==> config.mk <==
export PLATFORM = sky130hd
export DESIGN_NAME = adc_link_ctrl
export DESIGN_NICKNAME = d
export VERILOG_FILES = /design/src/rtl/alink_pkg.sv /design/src/rtl/alink_divider.sv /design/src/rtl/alink_shifter.sv /design/src/rtl/alink_chanseq.sv /design/src/rtl/adc_link_ctrl.sv
export SDC_FILE = /design/constraint.sdc
export NUM_CORES = 1
export LEC_CHECK = 0
export BUFFER_PORTS_ARGS = -buffer_cell sky130_fd_sc_hd__clkbuf_2
export CAP_MARGIN = 20
export CORE_MARGIN = 5
export CORE_UTILIZATION = 25
export DETAILED_ROUTE_END_ITERATION = 12
export PLACE_DENSITY = 0.42
export SYNTH_ARGS = -nofsm -noshare
export SYNTH_HDL_FRONTEND = slang
export SYNTH_HIERARCHICAL = 1
export SYNTH_SLANG_ARGS = --single-unit
==> constraint.sdc <==
create_clock -name clk -period 3.2 [get_ports clk]
set_input_delay 0.16 -clock clk [delete_from_list [all_inputs] [get_ports clk]]
set_output_delay 0.16 -clock clk [all_outputs]
set_load 0.05 [all_outputs]
==> src/rtl/alink_pkg.sv <==
package alink_pkg;
    localparam int WORD_W = 16;
    localparam int DATA_W = 12;
    localparam int CH_W   = 2;
    localparam int PM_W   = 2;
    localparam logic [PM_W-1:0] PM_ON = 2'b11;

    typedef enum logic [1:0] {
        ST_IDLE  = 2'd0,
        ST_WAKE  = 2'd1,
        ST_XFER  = 2'd2,
        ST_QUIET = 2'd3
    } lk_state_e;
endpackage

==> src/rtl/alink_divider.sv <==
module alink_divider #(
    parameter int HALF_DIV = 4
) (
    input  logic clk,
    input  logic rst_n,
    input  logic en_i,
    output logic tick_o
);
    localparam int DW = (HALF_DIV > 1) ? $clog2(HALF_DIV) : 1;

    typedef struct packed {
        logic [DW-1:0] cnt;
    } div_s;

    div_s q, d;

    always_comb begin
        d = q;
        if (!en_i || q.cnt == DW'(HALF_DIV - 1)) begin
            d.cnt = '0;
        end else begin
            d.cnt = q.cnt + 1'b1;
        end
    end

    assign tick_o = en_i && (q.cnt == DW'(HALF_DIV - 1));

    always_ff @(posedge clk or negedge rst_n) begin
        if (!rst_n) q <= '0;
        else        q <= d;
    end
endmodule

==> src/rtl/alink_shifter.sv <==
module alink_shifter #(
    parameter int W = 16
) (
    input  logic         clk,
    input  logic         rst_n,
    input  logic         load_i,
    input  logic [W-1:0] word_i,
    input  logic         shift_i,
    input  logic         sdi_i,
    output logic         sdo_o,
    output logic [W-1:0] rx_o
);
    typedef struct packed {
        logic [W-1:0] tx;
        logic [W-1:0] rx;
    } sh_s;

    sh_s q, d;

    always_comb begin
        d = q;
        if (load_i) begin
            d.tx = word_i;
            d.rx = '0;
        end else if (shift_i) begin
            d.tx = {q.tx[W-2:0], 1'b0};
            d.rx = {q.rx[W-2:0], sdi_i};
        end
    end

    assign sdo_o = q.tx[W-1];
    assign rx_o  = q.rx;

    always_ff @(posedge clk or negedge rst_n) begin
        if (!rst_n) q <= '0;
        else        q <= d;
    end
endmodule

==> src/rtl/alink_chanseq.sv <==
module alink_chanseq #(
    parameter int CW = 2
) (
    input  logic          clk,
    input  logic          rst_n,
    input  logic [CW-1:0] first_i,
    input  logic [CW-1:0] last_i,
    input  logic          plan_i,
    input  logic          commit_i,
    output logic [CW-1:0] cur_o,
    output logic [CW-1:0] nxt_o
);
    typedef struct packed {
        logic [CW-1:0] cur;
        logic [CW-1:0] tgt;
    } seq_s;

    seq_s q, d;
    logic in_win;

    always_comb begin
        if (first_i <= last_i) in_win = (q.cur >= first_i) && (q.cur <= last_i);
        else                   in_win = (q.cur >= first_i) || (q.cur <= last_i);
        if (!in_win || q.cur == last_i) nxt_o = first_i;
        else                            nxt_o = q.cur + 1'b1;

        d = q;
        if (plan_i)   d.tgt = nxt_o;
        if (commit_i) d.cur = q.tgt;
    end

    assign cur_o = q.cur;

    always_ff @(posedge clk or negedge rst_n) begin
        if (!rst_n) q <= '0;
        else        q <= d;
    end
endmodule

==> src/rtl/adc_link_ctrl.sv <==
module adc_link_ctrl
    import alink_pkg::*;
#(
    parameter int HALF_DIV  = 4,
    parameter int QUIET_CYC = 7,
    parameter int PWRUP_CYC = 125,
    parameter int WR_POS    = 15,
    parameter int ADDR_LSB  = 10,
    parameter int PM_LSB    = 8,
    parameter int SPAN_POS  = 5,
    parameter int FMT_POS   = 4,
    parameter int ID_LSB    = 12
) (
    input  logic              clk,
    input  logic              rst_n,
    input  logic              start_i,
    input  logic [CH_W-1:0]   cfg_first_i,
    input  logic [CH_W-1:0]   cfg_last_i,
    input  logic [PM_W-1:0]   cfg_pwr_i,
    input  logic              cfg_span_i,
    input  logic              cfg_fmt_i,
    input  logic              ser_in_i,
    output logic              cs_n_o,
    output logic              sclk_o,
    output logic              ser_out_o,
    output logic              busy_o,
    output logic              res_valid_o,
    output logic [DATA_W-1:0] res_data_o,
    output logic [CH_W-1:0]   res_chan_o,
    output logic              chan_err_o
);
    localparam int CNT_MAX   = (PWRUP_CYC > QUIET_CYC) ? PWRUP_CYC : QUIET_CYC;
    localparam int CW        = $clog2(CNT_MAX + 1);
    localparam int LAST_EDGE = 2 * WORD_W;
    localparam int EDGE_W    = $clog2(LAST_EDGE + 1);
    localparam logic [WORD_W-1:0] DATA_MASK = WORD_W'({DATA_W{1'b1}});
    localparam logic [WORD_W-1:0] ID_MASK   = WORD_W'({CH_W{1'b1}}) << ID_LSB;

    typedef struct packed {
        lk_state_e         st;
        logic              cs_n;
        logic              sclk;
        logic [EDGE_W-1:0] edge_n;
        logic [CW-1:0]     cnt;
        logic              pend;
        logic              pwr_need;
        logic              vld;
        logic [DATA_W-1:0] data;
        logic [CH_W-1:0]   chan;
        logic              err;
    } ctl_s;

    ctl_s q, d;

    logic              tick;
    logic              go;
    logic              begin_x;
    logic              shift;
    logic              commit;
    logic              reply_bad;
    logic [WORD_W-1:0] tx_word;
    logic [WORD_W-1:0] rx_word;
    logic [CH_W-1:0]   cur_ch;
    logic [CH_W-1:0]   nxt_ch;

    alink_divider #(.HALF_DIV(HALF_DIV)) u_div (
        .clk    (clk),
        .rst_n  (rst_n),
        .en_i   (q.st == ST_XFER),
        .tick_o (tick)
    );

    alink_shifter #(.W(WORD_W)) u_shf (
        .clk     (clk),
        .rst_n   (rst_n),
        .load_i  (go),
        .word_i  (tx_word),
        .shift_i (shift),
        .sdi_i   (ser_in_i),
        .sdo_o   (ser_out_o),
        .rx_o    (rx_word)
    );

    alink_chanseq #(.CW(CH_W)) u_seq (
        .clk      (clk),
        .rst_n    (rst_n),
        .first_i  (cfg_first_i),
        .last_i   (cfg_last_i),
        .plan_i   (go),
        .commit_i (commit),
        .cur_o    (cur_ch),
        .nxt_o    (nxt_ch)
    );

    // control word assembled from the live configuration at launch
    always_comb begin
        tx_word                    = '0;
        tx_word[WR_POS]            = 1'b1;
        tx_word[ADDR_LSB +: CH_W]  = nxt_ch;
        tx_word[PM_LSB +: PM_W]    = cfg_pwr_i;
        tx_word[SPAN_POS]          = cfg_span_i;
        tx_word[FMT_POS]           = cfg_fmt_i;
    end

    // reply is malformed when its identifier disagrees or filler bits are set
    assign reply_bad = (rx_word[ID_LSB +: CH_W] != cur_ch)
                     || (|(rx_word & ~(DATA_MASK | ID_MASK)));

    assign go = (q.st == ST_IDLE) && (start_i || q.pend);

    always_comb begin
        d       = q;
        d.vld   = 1'b0;
        begin_x = 1'b0;
        shift   = 1'b0;
        commit  = 1'b0;

        if (q.st != ST_IDLE && start_i) d.pend = 1'b1;

        case (q.st)
            ST_IDLE: begin
                if (go) begin
                    d.pend     = 1'b0;
                    d.pwr_need = (cfg_pwr_i != PM_ON);
                    if (q.pwr_need) begin
                        d.st  = ST_WAKE;
                        d.cnt = '0;
                    end else begin
                        begin_x = 1'b1;
                    end
                end
            end
            ST_WAKE: begin
                if (q.cnt == CW'(PWRUP_CYC - 1)) begin
                    begin_x = 1'b1;
                end else begin
                    d.cnt = q.cnt + 1'b1;
                end
            end
            ST_XFER: begin
                if (tick) begin
                    if (q.edge_n == EDGE_W'(LAST_EDGE)) begin
                        d.cs_n = 1'b1;
                        d.st   = ST_QUIET;
                        d.cnt  = '0;
                        d.vld  = 1'b1;
                        d.data = rx_word[DATA_W-1:0];
                        d.chan = cur_ch;
                        d.err  = q.err | reply_bad;
                        commit = 1'b1;
                    end else if (!q.edge_n[0]) begin
                        d.sclk   = 1'b0;
                        d.edge_n = q.edge_n + 1'b1;
                    end else begin
                        d.sclk   = 1'b1;
                        shift    = 1'b1;
                        d.edge_n = q.edge_n + 1'b1;
                    end
                end
            end
            ST_QUIET: begin
                if (q.cnt == CW'(QUIET_CYC - 1)) begin
                    d.st = ST_IDLE;
                end else begin
                    d.cnt = q.cnt + 1'b1;
                end
            end
            default: d.st = ST_IDLE;
        endcase

        if (begin_x) begin
            d.st     = ST_XFER;
            d.cs_n   = 1'b0;
            d.sclk   = 1'b1;
            d.edge_n = '0;
        end
    end

    always_ff @(posedge clk or negedge rst_n) begin
        if (!rst_n) begin
            q          <= '0;
            q.st       <= ST_IDLE;
            q.cs_n     <= 1'b1;
            q.sclk     <= 1'b1;
            q.pwr_need <= 1'b1;
        end else begin
            q <= d;
        end
    end

    assign cs_n_o      = q.cs_n;
    assign sclk_o      = q.sclk;
    assign busy_o      = (q.st != ST_IDLE) || q.pend;
    assign res_valid_o = q.vld;
    assign res_data_o  = q.data;
    assign res_chan_o  = q.chan;
    assign chan_err_o  = q.err;
endmodule

======== Yosys cells after proc, flatten, opt, wreduce, memory -nomap -nowiden ========
Cells that the tools add are included.
operators by class
  add/sub/neg operators ................... 4
  order comparisons ....................... 3
  equal/unequal tests ..................... 22
  mux-type cells .......................... 37
  bitwise operators ....................... 1
  reduce and logical (&&, ||, !) cells .... 26
operators by type and width
  cell                   count
  $mux W32               2
  $mux W16               3
  $mux W7                6
  $pmux W7 S4            1
  $mux W17               1
  $ne A2 B2 Y1 const B   8
  $ne A3 B3 Y1 const B   5
  $mux W1                12
  $mux W2                6
  $reduce_and A6 Y1      2
  $mux W10               1
  $reduce_bool A2 Y1     5
  $mux W9                1
  $reduce_and A3 Y1      3
  $mux W8                1
  $add A7 B1 Y7 const B  1
  $eq A7 B3 Y1 const B   1
  $eq A7 B7 Y1 const B   1
  $add A6 B1 Y6 const B  1
  $eq A2 B2 Y1 const B   3
  $eq A6 B6 Y1 const B   1
  $logic_or A1 B1 Y1     6
  $pmux W2 S3            1
  $add A2 B1 Y2 const B  2
  14 further kinds       19
word-level totals
  bits in registers ....................... 73
  output and inout port bits .............. 20

======== Longest topological paths before layout ========
Gate-level depths: netlist of run 1.
  depth in word-level cells ............... 7
  mapped depth ............................ 9
  depth with buffers taken out ............ 9

======== Cells and area by module ========
The synthesis of run 1 kept the hierarchy.
modules (own cells, without submodules)
  module         times used  cells an instance  area an instance (um2)
  adc_link_ctrl  1           190                2068.2
  alink_shifter  1           137                1532.7
  alink_chanseq  1           39                 416.6
  alink_divider  1           6                  91.3

======== Worst setup path after synthesis of run 1 ========
No wires, ideal clock.
  kind .................................... reg-to-reg
  from .................................... register, netlist name q[33]
  to ...................................... register, netlist name q[24]
  library setup time ...................... 0.104 ns
  arrival ................................. 2.258 ns
  path slack .............................. 0.838 ns
  stages on the path, launching flop included .. 9
  buffers on the path ..................... 1
  period minus slack after synthesis ...... 2.362 ns
  cell sequence ........................... dfrtp_1 -> inv_1 -> ha_1 -> and2_2 -> and2b_1 -> a21o_1 -> or4_4 -> buf_6 -> o41ai_2

==> impl_metrics.yaml, run 1 <==
placed_design:
  hpwl_um: 5270
  io_buffer_count: 31
  dp_cells: 586
  placed_cell_area_sq_um: 4230
  gp_congestion: 0.745
  place_ws_ns: 0.665
power_and_ir_drop:
  p_switching_mw: 0.483
  switching_share_pct: 24.5
  leakagePower_nw: 1.88
  p_per_area_nw_per_um2: 433
  p_comb_share_pct: 3.5
  peakVddDrop_mv: 0.225
  finalPower_mw: 1.97
  p_int_mw: 1.49
  power_frac_seq_pct: 46.8
  clkPwrFrac_pct: 49.7
detailed_routing:
  drc: 0
  ant_nets: 0
  first_iter_violations: 129
  post_drt_wl_per_cell_um: 13.0
  wl_um: 7860
  viasPerCell: 4.33
  dr.pass1.iters: 4
  vias: 2624
global_routing:
  grt_max_degree: 74
  grt_usage_pct: 8.64
  grt_overflow: 0
  antenna_found_initial: 0
  grt_pass1_wl_um: 13800
  grt_pass1_vias: 2668
timing:
  finClkSkew_ns: 0.00726
  rsz0062_at_grt: "false"
  final_max_slew_viol_count: 0
  slew_headroom_pct: 62.2
  postLayoutSetupSlackWorst_ns: 0.641
  fmax_ghz: 0.391
  finalSetupViolations: 0
  hold_viol: 0
  setup_tns_ns: 0
  fin_crit_sh_pct: 80.0
  min_period_ns: 2.56
  whs_ns: 0.0602
  worst_pin_slew_ns: 0.567
clock_tree:
  ctsResizeCount: 0
  clk_pin_slew_ns: 0.07
  clk_path_buf_depth: 2
  cts_max_level: 3
  cts_tree: "built"
  cts_setup_buffers: 0
  clock_latency_ns: 0.33
  root_buffer: "clkbuf_16"
  cts_hold_buf: 2
  cts-buffers-inserted: 9
  cts.sink_count: 73
min_path:
  holdPathEnd: "u_shf/q[20]$_DFFE_PN0P_"
  min_from: "cfg_fmt_i"
  min_delay_path_depth: 3
  hold_class: "input pin to flip-flop"
status:
  status: "finished, final reports clean"
yosys:
  yosysWarnings: 6
  yosysMostFrequentCell: "dfrtp_1"
  synth_cell_types: 69
  syn_inst: 372
  synth-seq-cells: 73
  synth_top_area_share_pct: 42.6
  ys_seq_area_share_pct: 44.5
  async_flop_share_pct: 100
  synth_edf_count: 0
  syn_avg_cell_area_sq_um: 11.0
  syn-cell-area_sq_um: 4110
  synth_commonest_cells: "70 x dfrtp_1, 37 x mux2i_1, 34 x buf_4"
  synth_top_area_cell: "dfrtp_1"
  synthFlopType: "dfrtp_1"
  synthTopCellsByArea: "dfrtp_1 43%, mux2i_1 9.0%, buf_4 6.2%, ha_1 5.2%, mux2_2 4.1%"
cells_and_area:
  layout-drive-gt1-share_pct: 23.1
  num-nets-final: 414
  syn2layout_area_growth_pct: 11.1
  final-instance-count-excl-fill: 606
  design_area_sq_um: 4560
  num_antenna_cells: 0
  postLayoutCoreUtil_pct: 28.5
worst_setup_path:
  r2r_start: "q[33]$_DFFE_PN0P_"
  cp-end-kind: "flip-flop"
  worstSetupPathType: "flip-flop to flip-flop"
  critPathMaxFanout: 7
  arrival_ns: 2.79
  critPathRequiredTime_ns: 3.43
  rr_worst_depth: 7
  timing.rr.end: "q[21]$_DFFE_PN0P_"
  ff2ff_setup_slack_ns: 0.64
  cp-start-kind: "flip-flop"
job:
  max-cap-violations: 0
die:
  num_io_pins: 32
  die_y_um: 138
  die_w_um: 138
  core_area_sq_um: 16000
  rows: 46
  start_util_pct: 25.7
  die_area_sq_um: 19100
## final cells by class
type | instances | area (sq um)
repair buffers | 39 | 238
inverters | 15 | 56.3
clock buffers | 9 | 225
clock inverters | 7 | 61.3
flip-flops and latches | 73 | 1830
multi-input cells | 247 | 1880
fillers | 1704 | 11400
well taps | 216 | 270
## cell families (layout without fill, tap and decap cells)
family,count (synthesis),in the layout,share of synthesized area (%)
AOI/OAI and AO/OA,76,76,13.8
xor gates and xnor gates,3,3,0.640
adders and majority gates,17,17,5.18
buffers and inverters,60,70,10.5
DFF,73,73,44.5
muxes,52,52,13.1
other,2,10,0.183
and+or+nand+nor,89,89,12.1
## power by group through the flow
stage	Combinational, mW	Sequential, mW	Clock (mW)
3_5_place_dp	0.0657	0.942	0
4_1_cts	0.0673	0.925	1.02
2_1_floorplan	0.0348	0.942	0
5_1_grt	0.0792	0.924	1.07
3_3_place_gp	0.0647	0.942	0
6_report	0.0684	0.925	0.981
## flip-flops by register name, summed over array words and instances (netlist names)
name and count:
q 17, u_shf/rx_o 16, u_shf/q 15, res_data_o 12, res_chan_o 2, u_div/q 2
u_seq/cur_o 2, u_seq/q 2, chan_err_o 1, cs_n_o 1, res_valid_o 1, sclk_o 1
u_shf/sdo_o 1
## critical path, cell delays in order (launching register included)
cell	delay, ns
dfrtp_1	0.45
inv_1	0.17
ha_1	0.29
and2_2	0.21
and2b_1	0.20
a21o_1	0.23
or4_4	0.57
o41ai_2	0.33
## layout by cell type, fill, tap and decap left out, types with 3 or more instances in the layout
| cell | netlist | final |
|---|---|---|
| buf_4 | 34 | 5 |
| nand4_1 | 5 | 5 |
| dfstp_2 | 3 | 3 |
| conb_1 | 2 | 10 |
| a21o_1 | 6 | 6 |
| dfrtp_1 | 70 | 70 |
| o211ai_1 | 3 | 3 |
| nand3_1 | 4 | 4 |
| ha_1 | 17 | 17 |
| a31oi_1 | 3 | 3 |
| o21ai_1 | 13 | 13 |
| clkbuf_16 | 0 | 9 |
| o22ai_1 | 4 | 4 |
| mux2i_1 | 37 | 37 |
| o21ai_0 | 13 | 13 |
| inv_1 | 15 | 15 |
| o41ai_1 | 4 | 4 |
| mux2_2 | 15 | 15 |
| clkbuf_2 | 0 | 30 |
| a21oi_1 | 8 | 8 |
| nor2_1 | 26 | 26 |
| dlygate4sd3_1 | 0 | 3 |
| nand2_1 | 26 | 26 |
| inv_6 | 0 | 4 |
| xor2_1 | 3 | 3 |
| and2b_1 | 3 | 3 |
## routing by layer
| layer | track usage [%] | wire length, um | vias up | part of all wire [%] |
|---|---|---|---|---|
| met5 | 0 | 0 | - | 0 |
| met4 | 2.39 | 56 | 0 | 0.71 |
| met3 | 2.52 | 293 | 7 | 3.7 |
| met2 | 14.0 | 3750 | 50 | 48 |
| met1 | 11.3 | 3760 | 1262 | 48 |
| li1 | - | - | 1305 | - |
## worst max path at each step
stage	endpoint	cells after the start	slack [ns]	start
2_1_floorplan	q[24]$_DFFE_PN0P_	8	0.84	q[33]$_DFFE_PN0P_
3_3_place_gp	q[21]$_DFFE_PN0P_	7	0.76	q[33]$_DFFE_PN0P_
3_5_place_dp	q[21]$_DFFE_PN0P_	7	0.67	q[33]$_DFFE_PN0P_
4_1_cts	q[21]$_DFFE_PN0P_	7	0.63	q[33]$_DFFE_PN0P_
5_1_grt	q[21]$_DFFE_PN0P_	7	0.52	q[33]$_DFFE_PN0P_
6_report	q[21]$_DFFE_PN0P_	7	0.64	q[33]$_DFFE_PN0P_
No activity file was read; power rests on OpenSTA's default activity.
==> run 2: changes to the inputs <==
==> constraint.sdc (replaced) <==
create_clock -name clk -period 2.6 [get_ports clk]
set_input_delay 0.13 -clock clk [delete_from_list [all_inputs] [get_ports clk]]
set_output_delay 0.13 -clock clk [all_outputs]
set_load 0.05 [all_outputs]
==> run 2 against run 1 <==
Compared with the run above:
- global-route usage decreased by 0.16 points
- worst hold slack worse by 0.041 ns
- fmax rose by 8.2%
- non-clock buffer count up 5
- clock-buffer cell count unchanged
- cell area grew 1.5%
- utilization increased by 0.41 points
- register-to-register slack got worse by 0.41 ns
- final cell count up 0.83%
==> impl_metrics.yaml, run 2 (synthesis results as in run 1) <==
timing:
  final_max_slew_viol_count: 0
  finalSetupViolations: 0
  whs_ns: 0.0193
  min_period_ns: 2.37
  fmax_ghz: 0.423
  hold_viol: 0
  fin_crit_sh_pct: 91.0
  postLayoutSetupSlackWorst_ns: 0.234
  setup_tns_ns: 0
  finClkSkew_ns: 0.00606
  rsz0062_at_grt: "false"
min_path:
  hold_class: "input pin to flip-flop"
  min_from: "cfg_fmt_i"
cells_and_area:
  multi_input_area_sq_um: 1880
  num_antenna_cells: 0
  num-nets-final: 419
  final_common_cell: "dfrtp_1"
  largest_reg_flops: 17
  fillCellCount: 1710
  syn2layout_area_growth_pct: 12.7
  layout_common_cells: "70 x dfrtp_1, 37 x mux2i_1, 30 x clkbuf_2"
  layout-drive-gt1-share_pct: 24.1
  ff_latch_area_sq_um: 1830
  top_register: "q"
  design_area_sq_um: 4630
clock_tree:
  root_buffer: "clkbuf_16"
  cts_setup_buffers: 0
  cts_tree: "built"
  cts-buffers-inserted: 9
  cts.sink_count: 73
  clk_path_buf_depth: 2
  cts_max_level: 3
  clock_latency_ns: 0.33
  clk_pin_slew_ns: 0.06
power_and_ir_drop:
  leakagePower_nw: 1.92
  peakVddDrop_mv: 0.291
  p_switching_mw: 0.563
  finalPower_mw: 2.48
  switching_share_pct: 22.7
  p_per_area_nw_per_um2: 537
  p_int_mw: 1.92
  p_comb_share_pct: 3.5
  power_frac_seq_pct: 45.8
  clkPwrFrac_pct: 50.7
detailed_routing:
  wl_um: 7980
  drc: 0
  vias: 2657
  dr.pass1.iters: 4
  first_iter_violations: 120
  viasPerCell: 4.35
  ant_nets: 0
  post_drt_wl_per_cell_um: 13.1
worst_setup_path:
  r2r_start: "q[33]$_DFFE_PN0P_"
  cp-start-kind: "flip-flop"
  worstSetupPathType: "flip-flop to flip-flop"
  cp_top_family: "simple AND/OR/NAND/NOR gates"
  critPathMaxFanout: 7
  ff2ff_setup_slack_ns: 0.23
  slowest_stage: "or4_4"
  critPathRequiredTime_ns: 2.83
  critPathMaxStageDelay_ns: 0.55
  arrival_ns: 2.59
  cp-end-kind: "flip-flop"
  startpoint: "q[33]$_DFFE_PN0P_"
  timing.critical_path.cells: "inv_1, ha_1, and2_2, and2b_1, a21o_1, or4_4, o41ai_2"
  worst-path-buf-inv: 1
global_routing:
  grt_pass1_vias: 2635
  grt_usage_pct: 8.49
  grt_pass1_wl_um: 13500
  grt_max_degree: 74
  grt_overflow: 0
  antenna_found_initial: 0
die:
  die_y_um: 138
  rows: 46
  start_util_pct: 25.7
  core_area_sq_um: 16000
  die_area_sq_um: 19100
  num_io_pins: 32
  die_w_um: 138
placed_design:
  place_ws_ns: 0.252
  io_buffer_count: 31
  placed_cell_area_sq_um: 4280
  gp_congestion: 0.786
  hpwl_um: 5400
job:
  max-cap-violations: 0
status:
  status: "finished, final reports clean"
## run 2: final timing paths
| path | cells past startpoint | endpoint |
|---|---|---|
| setup / recovery | 7 | q[21]$_DFFE_PN0P_ |
| hold / removal | 3 | u_shf/q[20]$_DFFE_PN0P_ |
| setup reg to reg | 7 | q[21]$_DFFE_PN0P_ |
| hold reg to reg | 1 | chan_err_o$_DFFE_PN0P_ |
| max in group asynchronous | 3 | sclk_o$_DFFE_PN1P_ |
| min in group asynchronous | 2 | res_chan_o[1]$_DFFE_PN0P_ |
## run 2: cell type report
class / count / share of cell area (%)
Multi-Input combinational cell: 247 / 40.6
Sequential cell: 73 / 39.5
Timing Repair Buffer: 44 / 6.22
Tap cell: 216 / 5.84
Clock buffer: 9 / 4.86
Clock inverter: 7 / 1.68
Inverter: 15 / 1.22
## run 2: what timing repair did
action                                 4_1_cts  5_1_grt
setup endpoints to repair                    0        0
endpoints found under the hold margin       20        0
gates resized for setup                      0        0
hold buffers                                 3        0
## run 2: stage by stage
step,utilization (%),std cells
finish,28.9,611
global route,28.9,611
CTS,28.8,610
detailed placement,26.7,591
global placement,26.7,591
floorplan,-,380
## run 2: tightest hold or removal path, cell delays in order
cell and delay, ns:
clkbuf_2 0.08, nand2_1 0.04, o21ai_1 0.06
## run 2: power by group through the flow
stage,clock network [mW],logic (mW),registers [mW]
floorplan,0,0.0429,1.16
global placement,0,0.0813,1.16
detailed placement,0,0.0830,1.16
CTS,1.32,0.0861,1.14
global route,1.35,0.0985,1.14
finish,1.26,0.0863,1.14
## run 2: layer usage
layer | vias up | wire [um] | track usage, %
met1 | 1285 | 3870 | 11.2
met4 | 0 | 84 | 3.38
met3 | 10 | 263 | 2.17
met5 | - | 0 | 0
li1 | 1320 | - | -
met2 | 42 | 3770 | 13.4
==> run 3: changes to the inputs <==
--- a/config.mk
+++ b/config.mk
@@ -13,5 +13,4 @@
 export PLACE_DENSITY = 0.42
 export SYNTH_ARGS = -nofsm -noshare
 export SYNTH_HDL_FRONTEND = slang
-export SYNTH_HIERARCHICAL = 1
 export SYNTH_SLANG_ARGS = --single-unit
==> run 3 against run 2 <==
Compared with the run above:
- via count fell by 11%
- fmax rose by 13%
- combinational power rose by 2.7%
- synthesized area fell by 19%
- global-route usage rose by 1.1 points
- sequential share of layout area rose by 4.0 points
- non-clock buffer count fell by 2
- synthesized cell count fell by 10%
- critical path depth fell by 3
- first-iteration DRC count rose by 2.5%
- wire length fell by 12%
- clock-buffer cell count rose by 4
- largest cell class is now registers
==> impl_metrics.yaml, run 3 <==
worst_setup_path:
  timing.critical_path.cells: "inv_2, or4_1, o21ai_1, nor2_1"
  critPathRequiredTime_ns: 2.78
  critPathMaxStageDelay_ns: 0.67
  worst-path-buf-inv: 1
  slowest_stage: "or4_1"
  critPathMaxFanout: 11
  arrival_ns: 2.28
  cp-end-kind: "flip-flop"
  cp-start-kind: "flip-flop"
  worstSetupPathType: "flip-flop to flip-flop"
  cp_top_family: "simple AND/OR/NAND/NOR gates"
clock_tree:
  clk_path_buf_depth: 2
  cts_max_level: 3
  clock_latency_ns: 0.34
  cts-buffers-inserted: 9
  clk_pin_slew_ns: 0.06
  cts.sink_count: 69
  root_buffer: "clkbuf_16"
  ctsResizeCount: 0
  cts_tree: "built"
yosys:
  synthTopCellsByArea: "dfrtp_1 50%, nand2_1 7.4%, mux2_2 5.1%, ha_1 4.5%, a21oi_1 3.5%"
  syn_inst: 334
  synth.net_count: 358
  async_flop_share_pct: 100
  synth_cell_types: 48
  synth_edf_count: 0
  synth-seq-cells: 69
  synthFlopType: "dfrtp_1"
  synth_top_area_cell: "dfrtp_1"
  yosysMostFrequentCell: "dfrtp_1"
  synth_top_area_share_pct: 49.9
  ys_seq_area_share_pct: 52.3
  yosysWarnings: 0
  synth_commonest_cells: "66 x dfrtp_1, 65 x nand2_1, 23 x a21oi_1"
  syn-cell-area_sq_um: 3310
  syn_avg_cell_area_sq_um: 9.91
timing:
  final_max_slew_viol_count: 0
  hold_viol: 0
  fin_crit_sh_pct: 80.8
  worst_pin_slew_ns: 0.639
  finClkSkew_ns: 0.00776
  finalSetupViolations: 0
  setup_tns_ns: 0
  rsz0062_at_grt: "false"
  fmax_ghz: 0.476
  slew_headroom_pct: 57.1
  min_period_ns: 2.10
global_routing:
  grt_overflow: 0
  grt_pass1_wl_um: 12000
  grt_max_degree: 70
  grt_pass1_vias: 2381
  antenna_found_initial: 0
  grt_usage_pct: 9.60
power_and_ir_drop:
  p_per_area_nw_per_um2: 641
  peakVddDrop_mv: 0.284
  p_int_mw: 2.02
  leakagePower_nw: 1.87
  clkPwrFrac_pct: 53.1
  p_comb_share_pct: 3.5
  power_frac_seq_pct: 43.4
  switching_share_pct: 20.6
  p_switching_mw: 0.526
cells_and_area:
  num-nets-final: 384
  layout_common_cells: "66 x dfrtp_1, 65 x nand2_1, 30 x clkbuf_2"
  design_area_sq_um: 3980
  largest_reg_flops: 17
  syn2layout_area_growth_pct: 20.1
  num_antenna_cells: 0
  final_common_cell: "dfrtp_1"
  fillCellCount: 1392
  top_register: "q"
  ff_latch_area_sq_um: 1730
  multi_input_area_sq_um: 1390
  layout-drive-gt1-share_pct: 22.5
detailed_routing:
  viasPerCell: 4.37
  ant_nets: 0
  post_drt_wl_per_cell_um: 12.9
  dr.pass1.iters: 4
  vias: 2364
  first_iter_violations: 123
  drc: 0
  wl_um: 7000
die:
  die_w_um: 125
  rows: 42
  die_y_um: 125
  start_util_pct: 25.2
  num_io_pins: 32
  core_area_sq_um: 13100
  die_area_sq_um: 15600
placed_design:
  gp_congestion: 0.744
  io_buffer_count: 31
  hpwl_um: 4610
  placed_cell_area_sq_um: 3620
job:
  max-cap-violations: 0
status:
  status: "finished, final reports clean"
min_path:
  hold_class: "input pin to flip-flop"
run 3: cell count changes in the layout (fill, tap and decap cells not counted), sizes merged, moves of 4 or more:
| cell | before | now |
|---|---|---|
| conb | 10 | 0 |
| o41ai | 6 | 0 |
| xor2 | 3 | 7 |
| nand3 | 4 | 11 |
| nor2 | 27 | 20 |
| ha | 17 | 12 |
| dfrtp | 70 | 66 |
| a21oi | 9 | 23 |
| inv | 17 | 13 |
| mux2i | 37 | 0 |
| nand2 | 26 | 65 |
| clkbuf | 39 | 43 |
run 3: timing repair:
| action | CTS | global route |
|---|---|---|
| buffers inserted | 0 | 0 |
| hold buffers | 3 | 0 |
| hold endpoints to repair | 67 | 0 |
run 3: logic make-up (layout without fill, tap and decap cells):
| group | Yosys count | in the layout | share of synthesized area, % |
|---|---|---|---|
| flops | 69 | 69 | 52.3 |
| mux | 15 | 15 | 5.10 |
| buf+inv | 41 | 72 | 6.42 |
| simple gates | 122 | 122 | 17.2 |
| xor+xnor | 9 | 9 | 2.38 |
| compound gates | 64 | 64 | 11.5 |
| fa+ha+maj | 14 | 14 | 5.14 |
run 3: final timing paths:
check,from,end,slack (ns),cells past startpoint
max,q[33]$_DFFE_PN0P_,q[27]$_DFFE_PN0P_,0.50,4
min,cfg_fmt_i,u_shf.q[20]$_DFFE_PN0P_,0.02,3
max reg2reg,q[33]$_DFFE_PN0P_,q[27]$_DFFE_PN0P_,0.50,4
min reg2reg,u_div.q[0]$_DFF_PN0_,u_div.q[0]$_DFF_PN0_,0.44,1
max in group asynchronous,rst_n,q[16]$_DFFE_PN1P_,1.91,3
min in group asynchronous,rst_n,q[20]$_DFFE_PN0P_,0.33,3
run 3: power groups by stage:
stage / Sequential, mW / Clock (mW) / Combinational (mW)
after floorplan: 1.12 / 0 / 0.0403
after global placement: 1.13 / 0 / 0.0881
after detailed placement: 1.13 / 0 / 0.0890
after CTS: 1.11 / 1.39 / 0.0927
after global routing: 1.11 / 1.45 / 0.106
final: 1.11 / 1.35 / 0.0886
run 3: worst register-to-register path: stages (launching register included):
cell     delay, ns
dfrtp_1       0.57
inv_2         0.16
or4_1         0.67
o21ai_1       0.41
nor2_1        0.15
run 3: layout make-up:
| cell class | count | share of cell area, % |
|---|---|---|
| Inverter | 14 | 1.32 |
| Clock inverter | 3 | 1.73 |
| Timing Repair Buffer | 42 | 6.48 |
| Sequential cell | 69 | 43.5 |
| Clock buffer | 13 | 6.55 |
| Tap cell | 176 | 5.54 |
| Multi-Input combinational cell | 224 | 34.9 |
run 3: per-stage QoR:
stage | setup WS [ns] | hold slack (ns) | power (mW) | util [%] | instances
global placement | 0.582 | 0.194 | 1.21 | 27.5 | 522
CTS | 0.480 | 0.00377 | 2.59 | 30.3 | 541
detailed placement | 0.512 | 0.193 | 1.21 | 27.5 | 522
finish | 0.498 | 0.0186 | 2.55 | 30.3 | 541
floorplan | 0.660 | -0.166 | 1.16 | - | 334
global route | 0.347 | 0.0215 | 2.66 | 30.3 | 541
run 3: layer usage:
| layer | up-vias | part of all wire (%) | GRT usage, % | wire length (um) |
|---|---|---|---|---|
| met3 | 11 | 3.7 | 2.81 | 261 |
| met5 | - | 0 | 0 | 0 |
| met1 | 1145 | 48 | 11.9 | 3380 |
| met2 | 33 | 46 | 14.8 | 3190 |
| met4 | 0 | 2.4 | 5.55 | 170 |
| li1 | 1175 | - | - | - |
